### src/rtl/dsk_pkg.sv
package dsk_pkg;

   typedef enum logic [1:0] {
      DSK_WAIT_SYNC = 2'd0,
      DSK_HUNT      = 2'd1,
      DSK_ALIGNED   = 2'd2
   } dsk_state_e;

   typedef struct packed {
      logic       is_k;
      logic [7:0] byte_val;
   } dsk_char_t;

   localparam int DSK_BYTE_W = 8;

endpackage

### src/rtl/dsk_lane_fifo.sv
module dsk_lane_fifo
   import dsk_pkg::*;
#(
   parameter int DEPTH = 8
) (
   input  logic      clk,
   input  logic      rst_n,
   input  logic      flush,
   input  logic      push,
   input  logic      pop,
   input  dsk_char_t wr_char,
   output dsk_char_t head,
   output logic      empty,
   output logic      full
);

   localparam int  PTR_W = (DEPTH > 1) ? $clog2(DEPTH) : 1;
   localparam int  CNT_W = $clog2(DEPTH + 1);
   localparam bit  IS_POW2 = ((DEPTH & (DEPTH - 1)) == 0);

   generate
      if (DEPTH < 4) begin : g_depth_too_small
         $error("dsk_lane_fifo: DEPTH must be at least 4");
      end
   endgenerate

   dsk_char_t        mem [DEPTH];
   logic [PTR_W-1:0] wr_ptr, rd_ptr;
   logic [PTR_W-1:0] wr_ptr_nxt, rd_ptr_nxt;
   logic [CNT_W-1:0] count;
   logic             do_push, do_pop;

   // pointer advance: free wrap for power-of-two depth, compare otherwise
   generate
      if (IS_POW2) begin : g_wrap_pow2
         assign wr_ptr_nxt = wr_ptr + PTR_W'(1);
         assign rd_ptr_nxt = rd_ptr + PTR_W'(1);
      end else begin : g_wrap_cmp
         assign wr_ptr_nxt = (wr_ptr == PTR_W'(DEPTH - 1)) ? '0 : wr_ptr + PTR_W'(1);
         assign rd_ptr_nxt = (rd_ptr == PTR_W'(DEPTH - 1)) ? '0 : rd_ptr + PTR_W'(1);
      end
   endgenerate

   assign empty   = (count == '0);
   assign full    = (count == CNT_W'(DEPTH));
   assign do_pop  = pop && !empty;
   assign do_push = push && (!full || do_pop);
   assign head    = mem[rd_ptr];

   always_ff @(posedge clk or negedge rst_n) begin
      if (!rst_n) begin
         wr_ptr <= '0;
         rd_ptr <= '0;
         count  <= '0;
      end else if (flush) begin
         wr_ptr <= '0;
         rd_ptr <= '0;
         count  <= '0;
      end else begin
         if (do_push) wr_ptr <= wr_ptr_nxt;
         if (do_pop)  rd_ptr <= rd_ptr_nxt;
         case ({do_push, do_pop})
            2'b10:   count <= count + CNT_W'(1);
            2'b01:   count <= count - CNT_W'(1);
            default: count <= count;
         endcase
      end
   end

   always_ff @(posedge clk or negedge rst_n) begin
      if (!rst_n) begin
         for (int i = 0; i < DEPTH; i++) mem[i] <= '0;
      end else if (do_push && !flush) begin
         mem[wr_ptr] <= wr_char;
      end
   end


   no_overflow_chk: assert property (@(posedge clk) disable iff (!rst_n)
      (push && full && !pop) |-> flush);


   no_underflow_chk: assert property (@(posedge clk) disable iff (!rst_n)
      (pop && !flush) |-> !empty);

endmodule

### src/rtl/dsk_marker_detect.sv
module dsk_marker_detect
   import dsk_pkg::*;
#(
   parameter int         NUM_LANES   = 4,
   parameter logic [7:0] MARKER_CODE = 8'h7C
) (
   input  dsk_char_t [NUM_LANES-1:0] chars,
   output logic      [NUM_LANES-1:0] hit,
   output logic                      any_hit,
   output logic                      all_hit
);

   generate
      for (genvar g = 0; g < NUM_LANES; g++) begin : g_lane_match
         assign hit[g] = chars[g].is_k && (chars[g].byte_val == MARKER_CODE);
      end
   endgenerate

   assign any_hit = |hit;
   assign all_hit = &hit;

endmodule

### src/rtl/dsk_align_ctrl.sv
module dsk_align_ctrl
   import dsk_pkg::*;
#(
   parameter int NUM_LANES = 4,
   parameter int ERR_LIMIT = 4
) (
   input  logic                 clk,
   input  logic                 rst_n,
   input  logic                 all_synced,
   input  logic [NUM_LANES-1:0] lane_empty,
   input  logic [NUM_LANES-1:0] lane_full,
   input  logic [NUM_LANES-1:0] lane_push,
   input  logic                 head_any,
   input  logic                 head_all,
   output logic                 aligned,
   output logic                 capture_en,
   output logic                 flush,
   output logic                 pop
);

   localparam int ERR_W = $clog2(ERR_LIMIT + 1);

   generate
      if (ERR_LIMIT < 1) begin : g_bad_limit
         $error("dsk_align_ctrl: ERR_LIMIT must be at least 1");
      end
   endgenerate

   dsk_state_e       state, state_nxt;
   logic [ERR_W-1:0] err_cnt;
   logic             all_started;
   logic             overflow;
   logic             partial;
   logic             err_final;

   assign all_started = ~|lane_empty;
   assign pop         = (state == DSK_ALIGNED);
   assign overflow    = (|(lane_full & lane_push)) && !pop;
   assign partial     = head_any && !head_all;
   assign err_final   = partial && (err_cnt == ERR_W'(ERR_LIMIT - 1));
   assign aligned     = (state == DSK_ALIGNED);
   assign capture_en  = all_synced && (state != DSK_WAIT_SYNC);

   always_comb begin
      state_nxt = state;
      if (!all_synced) begin
         state_nxt = DSK_WAIT_SYNC;
      end else begin
         case (state)
            DSK_WAIT_SYNC: state_nxt = DSK_HUNT;
            DSK_HUNT: begin
               if (overflow)         state_nxt = DSK_HUNT;
               else if (all_started) state_nxt = DSK_ALIGNED;
            end
            DSK_ALIGNED: begin
               if (err_final) state_nxt = DSK_HUNT;
            end
            default: state_nxt = DSK_WAIT_SYNC;
         endcase
      end
   end

   always_comb begin
      flush = 1'b0;
      if (!all_synced)                           flush = 1'b1;
      else if (state == DSK_WAIT_SYNC)           flush = 1'b1;
      else if (state == DSK_HUNT && overflow)    flush = 1'b1;
      else if (state == DSK_ALIGNED && err_final) flush = 1'b1;
   end

   always_ff @(posedge clk or negedge rst_n) begin
      if (!rst_n) state <= DSK_WAIT_SYNC;
      else        state <= state_nxt;
   end

   always_ff @(posedge clk or negedge rst_n) begin
      if (!rst_n) begin
         err_cnt <= '0;
      end else if (state != DSK_ALIGNED || head_all || err_final) begin
         err_cnt <= '0;
      end else if (partial) begin
         err_cnt <= err_cnt + ERR_W'(1);
      end
   end


   sync_gate_chk: assert property (@(posedge clk) disable iff (!rst_n)
      !all_synced |=> !aligned);


   marker_rise_chk: assert property (@(posedge clk) disable iff (!rst_n)
      $rose(aligned) |-> $past(head_all));


   aligned_filled_chk: assert property (@(posedge clk) disable iff (!rst_n)
      aligned |-> all_started);


   err_drop_chk: assert property (@(posedge clk) disable iff (!rst_n)
      (aligned && head_any && !head_all && err_cnt == ERR_W'(ERR_LIMIT - 1)) |=> !aligned);

endmodule

### src/rtl/dsk_out_stage.sv
module dsk_out_stage
   import dsk_pkg::*;
#(
   parameter int NUM_LANES = 4
) (
   input  logic                              clk,
   input  logic                              rst_n,
   input  logic                              load,
   input  dsk_char_t [NUM_LANES-1:0]         heads,
   output logic      [NUM_LANES*DSK_BYTE_W-1:0] out_data,
   output logic      [NUM_LANES-1:0]         out_is_k,
   output logic                              out_valid
);

   always_ff @(posedge clk or negedge rst_n) begin
      if (!rst_n) begin
         out_data  <= '0;
         out_is_k  <= '0;
         out_valid <= 1'b0;
      end else begin
         out_valid <= load;
         if (load) begin
            for (int i = 0; i < NUM_LANES; i++) begin
               out_data[i*DSK_BYTE_W +: DSK_BYTE_W] <= heads[i].byte_val;
               out_is_k[i]                          <= heads[i].is_k;
            end
         end
      end
   end

endmodule

### src/rtl/lane_deskew_aligner.sv
module lane_deskew_aligner
   import dsk_pkg::*;
#(
   parameter int         NUM_LANES   = 4,
   parameter int         FIFO_DEPTH  = 8,
   parameter int         ERR_LIMIT   = 4,
   parameter logic [7:0] MARKER_CODE = 8'h7C
) (
   input  logic                   clk,
   input  logic                   rst_n,
   input  logic [NUM_LANES*8-1:0] rx_data,
   input  logic [NUM_LANES-1:0]   rx_is_k,
   input  logic [NUM_LANES-1:0]   rx_synced,
   output logic [NUM_LANES*8-1:0] col_data,
   output logic [NUM_LANES-1:0]   col_is_k,
   output logic                   col_valid,
   output logic                   deskew_ok
);

   generate
      if (NUM_LANES < 2) begin : g_bad_lanes
         $error("lane_deskew_aligner: NUM_LANES must be at least 2");
      end
   endgenerate

   dsk_char_t [NUM_LANES-1:0] in_chars;
   dsk_char_t [NUM_LANES-1:0] head_chars;
   logic      [NUM_LANES-1:0] in_hit, head_hit;
   logic      [NUM_LANES-1:0] lane_empty, lane_full, lane_push;
   logic                      in_any, in_all, head_any, head_all;
   logic                      all_synced, capture_en, flush, pop, aligned;

   assign all_synced = &rx_synced;

   dsk_marker_detect #(
      .NUM_LANES  (NUM_LANES),
      .MARKER_CODE(MARKER_CODE)
   ) u_in_detect (
      .chars  (in_chars),
      .hit    (in_hit),
      .any_hit(in_any),
      .all_hit(in_all)
   );

   dsk_marker_detect #(
      .NUM_LANES  (NUM_LANES),
      .MARKER_CODE(MARKER_CODE)
   ) u_head_detect (
      .chars  (head_chars),
      .hit    (head_hit),
      .any_hit(head_any),
      .all_hit(head_all)
   );

   generate
      for (genvar g = 0; g < NUM_LANES; g++) begin : g_lane
         assign in_chars[g].is_k     = rx_is_k[g];
         assign in_chars[g].byte_val = rx_data[g*8 +: 8];
         // a lane starts filling on its first marker, then takes every character
         assign lane_push[g] = capture_en && (!lane_empty[g] || in_hit[g]);

         dsk_lane_fifo #(
            .DEPTH(FIFO_DEPTH)
         ) u_fifo (
            .clk    (clk),
            .rst_n  (rst_n),
            .flush  (flush),
            .push   (lane_push[g]),
            .pop    (pop),
            .wr_char(in_chars[g]),
            .head   (head_chars[g]),
            .empty  (lane_empty[g]),
            .full   (lane_full[g])
         );
      end
   endgenerate

   dsk_align_ctrl #(
      .NUM_LANES(NUM_LANES),
      .ERR_LIMIT(ERR_LIMIT)
   ) u_ctrl (
      .clk       (clk),
      .rst_n     (rst_n),
      .all_synced(all_synced),
      .lane_empty(lane_empty),
      .lane_full (lane_full),
      .lane_push (lane_push),
      .head_any  (head_any),
      .head_all  (head_all),
      .aligned   (aligned),
      .capture_en(capture_en),
      .flush     (flush),
      .pop       (pop)
   );

   dsk_out_stage #(
      .NUM_LANES(NUM_LANES)
   ) u_out (
      .clk      (clk),
      .rst_n    (rst_n),
      .load     (pop),
      .heads    (head_chars),
      .out_data (col_data),
      .out_is_k (col_is_k),
      .out_valid(col_valid)
   );

   assign deskew_ok = aligned;


   valid_after_ok_chk: assert property (@(posedge clk) disable iff (!rst_n)
      col_valid |-> $past(deskew_ok));


   start_on_marker_chk: assert property (@(posedge clk) disable iff (!rst_n)
      (capture_en && lane_empty[0] && !in_hit[0]) |=> lane_empty[0]);

endmodule

### config.mk
export PLATFORM = sky130hd
export DESIGN_NAME = lane_deskew_aligner
export DESIGN_NICKNAME = d
export VERILOG_FILES = /design/src/rtl/dsk_pkg.sv /design/src/rtl/dsk_lane_fifo.sv /design/src/rtl/dsk_marker_detect.sv /design/src/rtl/dsk_align_ctrl.sv /design/src/rtl/dsk_out_stage.sv /design/src/rtl/lane_deskew_aligner.sv
export SDC_FILE = /design/constraint.sdc
export NUM_CORES = 1
export LEC_CHECK = 0
export BUFFER_PORTS_ARGS = -buffer_cell sky130_fd_sc_hd__buf_4
export CELL_PAD_IN_SITES_DETAIL_PLACEMENT = 1
export CELL_PAD_IN_SITES_GLOBAL_PLACEMENT = 1
export CORE_MARGIN = 5
export CORE_UTILIZATION = 45
export CTS_BUF_LIST = sky130_fd_sc_hd__clkbuf_4 sky130_fd_sc_hd__clkbuf_8 sky130_fd_sc_hd__clkbuf_16
export DETAILED_ROUTE_END_ITERATION = 6
export MAX_ROUTING_LAYER = met4
export PLACE_DENSITY = 0.77
export SKIP_CTS_REPAIR_TIMING = 1
export SLEW_MARGIN = 20
export SYNTH_ARGS = -nofsm -noshare
export SYNTH_HDL_FRONTEND = slang
export SYNTH_SLANG_ARGS = --single-unit
### constraint.sdc
create_clock -name clk -period 4.69 [get_ports clk]
set_input_delay 0.2345 -clock clk [delete_from_list [all_inputs] [get_ports clk]]
set_output_delay 0.2345 -clock clk [all_outputs]
set_load 0.05 [all_outputs]
# Word level (Yosys, flattened, before mapping)
# Index checks and enable logic that the tools add are counted.
[classes] n_lt_le_gt_ge=12 bitwise_logic=9 addsub=17 n_mux=59 n_eq_ne=26 n_reduce_logical=80
[ops] cell="$bwmux 72" n=4
[ops] cell="$bmux 9 s3" n=4
[ops] cell="$demux 9 s3" n=4
[ops] cell="$mux 9" n=12
[ops] cell="$eq 8x7->1 const B" n=8
[ops] cell="$mux 3" n=18
[ops] cell="$logic_and 1x1->1" n=34
[ops] cell="$ge 4x4->1 const B" n=8
[ops] cell="$not 3->4" n=8
[ops] cell="$pmux 4 s2" n=4
[ops] cell="$add 3x1->3 const B" n=9
[ops] cell="$reduce_bool 2->1" n=10
[ops] cell="$add 4x1->4 const B" n=4
[ops] cell="$eq 4x4->1 const B" n=4
[ops] cell="$logic_not 4->1" n=4
[ops] cell="$lt 4x1->1 const B" n=4
[ops] cell="$mux 4" n=4
[ops] cell="$sub 4x1->4 const B" n=4
[ops] cell="$reduce_bool 3->1" n=4
[ops] cell="$reduce_or 4->1" n=3
[ops] cell="$logic_not 1->1" n=11
[ops] cell="$eq 2x1->1 const B" n=5
[ops] cell="$eq 2x2->1 const B" n=5
[ops] cell="$logic_or 1x1->1" n=10
[ops] cell="11 further kinds" n=18
[word_totals] output_inout_bits=38 in_bits=42 register_bits=370 wordCells=284

# Depth between registers and ports, before layout
[depth] depth_word=17 depth_mapped=12 ltp_nobuf=11

# Modules after synthesis
# Synthesis repeated with hierarchy kept, for this count alone.
[unflattened] cells_unflattened=1208 area_unflattened_um2=18346.3
[by_module_without_submodules] module="dsk_lane_fifo at g_lane[1].u_fifo ..." n_inst=3 seq_area_each_um2=2052.0 area_each_um2=4036.4 cells_each=263
[by_module_without_submodules] module="dsk_lane_fifo at g_lane[0].u_fifo" n_inst=1 seq_area_each_um2=2052.0 area_each_um2=4066.4 cells_each=263
[by_module_without_submodules] module="dsk_out_stage" n_inst=1 seq_area_each_um2=925.9 area_each_um2=1515.2 cells_each=77
[by_module_without_submodules] module="dsk_align_ctrl" n_inst=1 seq_area_each_um2=125.1 area_each_um2=326.6 cells_each=36
[by_module_without_submodules] module="dsk_marker_detect" n_inst=2 seq_area_each_um2=0.0 area_each_um2=130.1 cells_each=17
[by_module_without_submodules] module="lane_deskew_aligner" n_inst=1 seq_area_each_um2=0.0 area_each_um2=68.8 cells_each=9

# Worst setup path before layout
# No wires, ideal clock.
[synth_path] kind="flip-flop to flip-flop" from="register g_lane[3].u_fifo.rd_ptr[0]" to="register g_lane[1].u_fifo.mem[0] (netlist bit)" path_slack_ns=1.005 arrival_time_ns=3.560 path_stages_with_launch=12 required_time_ns=4.565 synth_period_minus_slack_ns=3.685 path_buffers=3 cell_sequence="dfrtp_1 buf_2 mux4_2 mux2_2 nor4_1 nand4b_1 o41a_1 a31o_1 buf_2 buf_6 nor4_4 mux2_2"
[synth_between] elab_chain_cells=17 elab_cells_between_ends=18 cone_classes="eq/ne (1); mux (7); bitwise (1); reduce/logical (9)"
[synth_rtl] element="start, declared" line="dsk_lane_fifo.sv:28" source="logic [PTR_W-1:0] wr_ptr, rd_ptr;"
[synth_rtl] element="start signal, assigned" line="dsk_lane_fifo.sv:61" source="if (do_pop) rd_ptr <= rd_ptr_nxt;"
[synth_rtl] element="$not 3->4 (implied by the code) (*)" line="dsk_lane_fifo.sv:48" source="assign head = mem[rd_ptr];"
[synth_rtl] element="$bmux 9 s3 (*)" line="dsk_lane_fifo.sv:48"
[synth_rtl] element="$mux 9 (implied by the code) (*) (2 in a row)" line="dsk_lane_fifo.sv:48"
[synth_rtl] element="$eq 8x7->1" line="dsk_marker_detect.sv:15" source="assign hit[g] = chars[g].is_k && (chars[g].byte_val == MARKER_CODE);"
[synth_rtl] element="$logic_and 1x1->1 (*)" line="dsk_marker_detect.sv:15"
[synth_rtl] element="$reduce_and 4->1" line="dsk_marker_detect.sv:20" source="assign all_hit = &hit;"
[synth_rtl] element="$logic_not 1->1" line="dsk_align_ctrl.sv:39" source="assign partial = head_any && !head_all;"
[synth_rtl] element="$logic_and 1x1->1 (*)" line="dsk_align_ctrl.sv:39"
[synth_rtl] element="$logic_and 1x1->1 (*)" line="dsk_align_ctrl.sv:40" source="assign err_final = partial && (err_cnt == ERR_W'(ERR_LIMIT - 1));"
[synth_rtl] element="$logic_and 1x1->1 (*)" line="dsk_align_ctrl.sv:68" source="else if (state == DSK_ALIGNED && err_final) flush = 1'b1;"
[synth_rtl] element="$mux 1 (*)" line="dsk_align_ctrl.sv:68"
[synth_rtl] element="$mux 1 (*)" line="dsk_align_ctrl.sv:67" source="else if (state == DSK_HUNT && overflow) flush = 1'b1;"
[synth_rtl] element="$mux 1 (*)" line="dsk_align_ctrl.sv:66" source="else if (state == DSK_WAIT_SYNC) flush = 1'b1;"
[synth_rtl] element="$mux 1 (*)" line="dsk_align_ctrl.sv:65" source="if (!all_synced) flush = 1'b1;"
[synth_rtl] element="$logic_not 1->1 (*)" line="dsk_lane_fifo.sv:73" source="end else if (do_push && !flush) begin"
[synth_rtl] element="$logic_and 1x1->1 (*)" line="dsk_lane_fifo.sv:73"
[synth_rtl] element="end signal, assigned by index" line="dsk_lane_fifo.sv:74" source="mem[wr_ptr] <= wr_char;"
[synth_rtl] element="end, declared" line="dsk_lane_fifo.sv:27" source="dsk_char_t mem [DEPTH];"
# Every way passes the cells marked *; elsewhere a longest branch is shown, timed or not. The select of a mux whose other input is x is not followed.
# A chain may end at the register's enable or synchronous reset.

# Worst setup path after layout
[layout_path] from="register g_lane[3].u_fifo.rd_ptr[0]" to="register g_lane[1].u_fifo.mem[11] (netlist bit)"
# The elaborated chain is that of the path after synthesis.

==> results.md <==
- Status: finished clean
- Setup Skew: 19.8 ps
- Required time worst endpoint: 5120 ps
- Detailed router's first-iteration violation count: 444
- Setup Viol. Count Final: 0
- Final hold viol count: 0
- Prevailing post-synth register cell: dfrtp_1
- R2R depth: 11
- Placed cells: around 1800
- Die area: 41900 um2
- Share of synthesized area spent on multiplexers: about a third
- WS Path Type: reg -> reg
- Pwr Density: between 300 and 400 nW/um2
- CTS tree: done
- Die H: 205 um
- Adder-cell share of the synthesized area: under 10%
- RSZ-0062 raised after global routing: no
- Slew of the pin with the lowest slew margin: a little under 1000 ps
- Fin worst setup slack: 320 ps
- Worst vdd ir: 0.221 mV
- Sequential-to-total area share from yosys stat: between 50% and 60%
- Leading area contributor after synthesis: dfrtp_1
- Site row count: 71
- Worst r2r src: g_lane[3].u_fifo.rd_ptr[0]
- Commonest cells in the netlist: dfrtp_1 (370), mux2_2 (290), mux4_2 (72)
- Die Width: between 200 and 250 um
- Clock buffer depth: 3
- Crit path largest cell delay: 550 ps
- DP HPWL: 26600 um
- Synth Area in Simple Gates: roughly 7.1%
- Largest net degree at the start of global routing: 105
- H-tree Lvls: 2
- Hold Crit Endpoint: g_lane[1].u_fifo.mem[4]
- CTS root buf: clkbuf_16
- Avg WL per Cell: 21.8 um
- Crit path max fanout: 24
- Synthesized area per cell: 14.4 um2
- Syn nets: approximately 1200
- Post-Place Worst Slack: 215 ps
- Synthesis-to-finish area growth: 17.6%
- Max-slew violations: 0
- Max Clock Freq: 0.229 GHz
- Top cell type's share of synthesized area: about 54%
- Grt total ovfl: 0
- Comb pwr share: 2.3%
- Sw frac: 21.2%
- CTS sink cnt: 370
- Compound-Gate Fraction of Synth Area: 2.25%
- Share of layout cells above drive strength 1: 42.7%
- Synth async-reset ratio: 100%
- Distinct cells, synth: 48
- DRC: 0
- Warnings from Yosys: 0
- Skew-Pair Late Insertion Delay: 550 ps
- Pleak: 0.00958 uW
- N_diodes: 0
- Worst EP arrival: 4800 ps
- TritonCTS buffer count: a little over 40
- Final worst path period share: 93.2%
- Finished Layout Cells: about 1900
- Net Switching: 1400 uW
- Min-Delay Path Class: in -> reg
- Mapped Cells: 1184
- Total Power: 6600 uW
- # Max-Cap Violations: 0
- Critical Path Source: g_lane[3].u_fifo.rd_ptr[0]
- Most frequent cell after synthesis: dfrtp_1
- Final wirelength: about 41000 um
- Post-synth EDFFs: 0
- Initial Util: 45.4%
- Nets: 1390
- Initial antenna violation count: 0
- Reg2reg setup slack: ~320 ps
- Seq pwr share: 48.4%
- Clk slew on worst S/H paths: around 60 ps
- Detailed Routing Iterations Pass 1: 4
- Hold Crit Start: rx_data[12]
- Critical Path Sink Type: flop
- Core area: 37600 um2
- First-pass GRT wire length: roughly 66000 um
- Total number of vias: about 10000
- Reg2reg end: g_lane[1].u_fifo.mem[11]
- Avg Vias per Cell: around 5.6
- Combinational family with the most area after synthesis: multiplexers
- Top area cells in the synthesized netlist: dfrtp_1 (54%), mux2_2 (19%), mux4_2 (9.5%)
- Hold depth: 2
- Final setup TNS: 0 ps
- Mapped Area: 17100 um2
- Placed cell areas: between 15000 and 20000 um2
- Slew Limit Headroom: 35.3%
- Placer Congestion: 0.762
- Post-synthesis xor/xnor area fraction: roughly 1.5%
- Clock network power share: 49.3%
- CP Cell Sequence: buf_6 > mux4_2 > mux2_2 > nor4_1 > nand4b_1 > o41a_1 > a31o_2 > buf_4 > nor4_4 > buf_4 > mux2_2
- Antenna viol nets, final: 0
- Total global-route track usage: around 20%
- Io pins: 80
- Startpoint Class: flop
- Post-layout min period: 4370 ps
- Vias in the first global route: about 12000
- Slowest CP cell: mux4_2
- Register bit total from synthesis: 370
- Int Power: 5200 uW
- Port Buffers: 79
- Post-route cell area: 20100 um2
cells by family after synthesis:
family / Yosys count
xor gates and xnor gates: 29
muxes: 408
DFF: 370
and+or+nand+nor: 225
AOI/OAI and AO/OA: 67
adders and majority gates: 23
buffers and inverters: 62
stage by stage:
step / hold WS, ps / utilization [%]
2_1_floorplan: -61.1 / -
3_3_place_gp: 337 / 49.2
3_5_place_dp: 343 / 49.2
4_1_cts: -235 / 52.9
5_1_grt: -0.264 / 53.4
6_report: 9.43 / 53.4
cell type report:
cell class,count,area [um2]
Multi-Input combinational cell,752,7530
Sequential cell,370,9260
Clock buffer,62,1290
Inverter,15,56.3
Timing Repair Buffer,145,1180
Fill cell,3608,17500
Clock inverter,12,97.6
Tap cell,511,639
power by group through the flow:
stage	combinational, uW	sequential (uW)	clock, uW
floorplan	7.35	3250	0
detailed placement	146	3250	0
global placement	142	3250	0
global route	174	3190	3470
CTS	147	3190	3330
finish	152	3190	3250
how the worst max path moves through the flow:
stage / to / slack, ps / depth (start not counted)
after CTS: g_lane[1].u_fifo.mem[50] / 140 / 9
after floorplan: g_lane[1].u_fifo.mem[0] / 1010 / 11
after global placement: g_lane[1].u_fifo.mem[9] / 290 / 11
after detailed placement: g_lane[2].u_fifo.mem[11] / 210 / 9
final: g_lane[1].u_fifo.mem[11] / 320 / 11
after global routing: g_lane[1].u_fifo.mem[11] / 40 / 11
flip-flops by register name, summed over array words and instances, names as in the netlist:
signal and flops:
g_lane.u_fifo.wr_ptr 12, u_ctrl.err_cnt 3, u_ctrl.state 2, g_lane.u_fifo.rd_ptr 12
u_out.out_data 32, u_out.out_is_k 4, g_lane.u_fifo.count 16, g_lane.u_fifo.mem 288
u_out.out_valid 1
critical path, delay by kind of cell, from the launching register on:
kind	cells	cell delay [ps]
AND/OR/NAND/NOR	3	950
multiplexers	3	1210
flip-flops	1	340
buffers and inverters	3	840
AO/OA/AOI/OAI	2	880
layer usage:
layer | global-route usage, % | up-vias | part of all wire, %
met4 | 5.34 | 0 | 2.1
met1 | 27.2 | 5517 | 44
met3 | 3.40 | 54 | 3.6
met5 | - | - | 0
met2 | 33.4 | 147 | 50
li1 | - | 4670 | -
layout by cell type (no fill, tap or decap), types with 9 or more instances in the layout:
cell type and count:
a21oi_1 9, nor4_1 9, ha_1 19, buf_4 123, inv_1 13, mux2_2 290, xor2_1 12, mux2i_1 44
nand4_1 13, nand2_1 70, dlygate4sd3_1 17, o21ai_0 37, clkbuf_8 12, dfrtp_1 370, clkbuf_16 43, nor3_1 12
xnor2_1 17, mux4_2 72, nor2_1 67
Power figures use the tool's default switching activity.
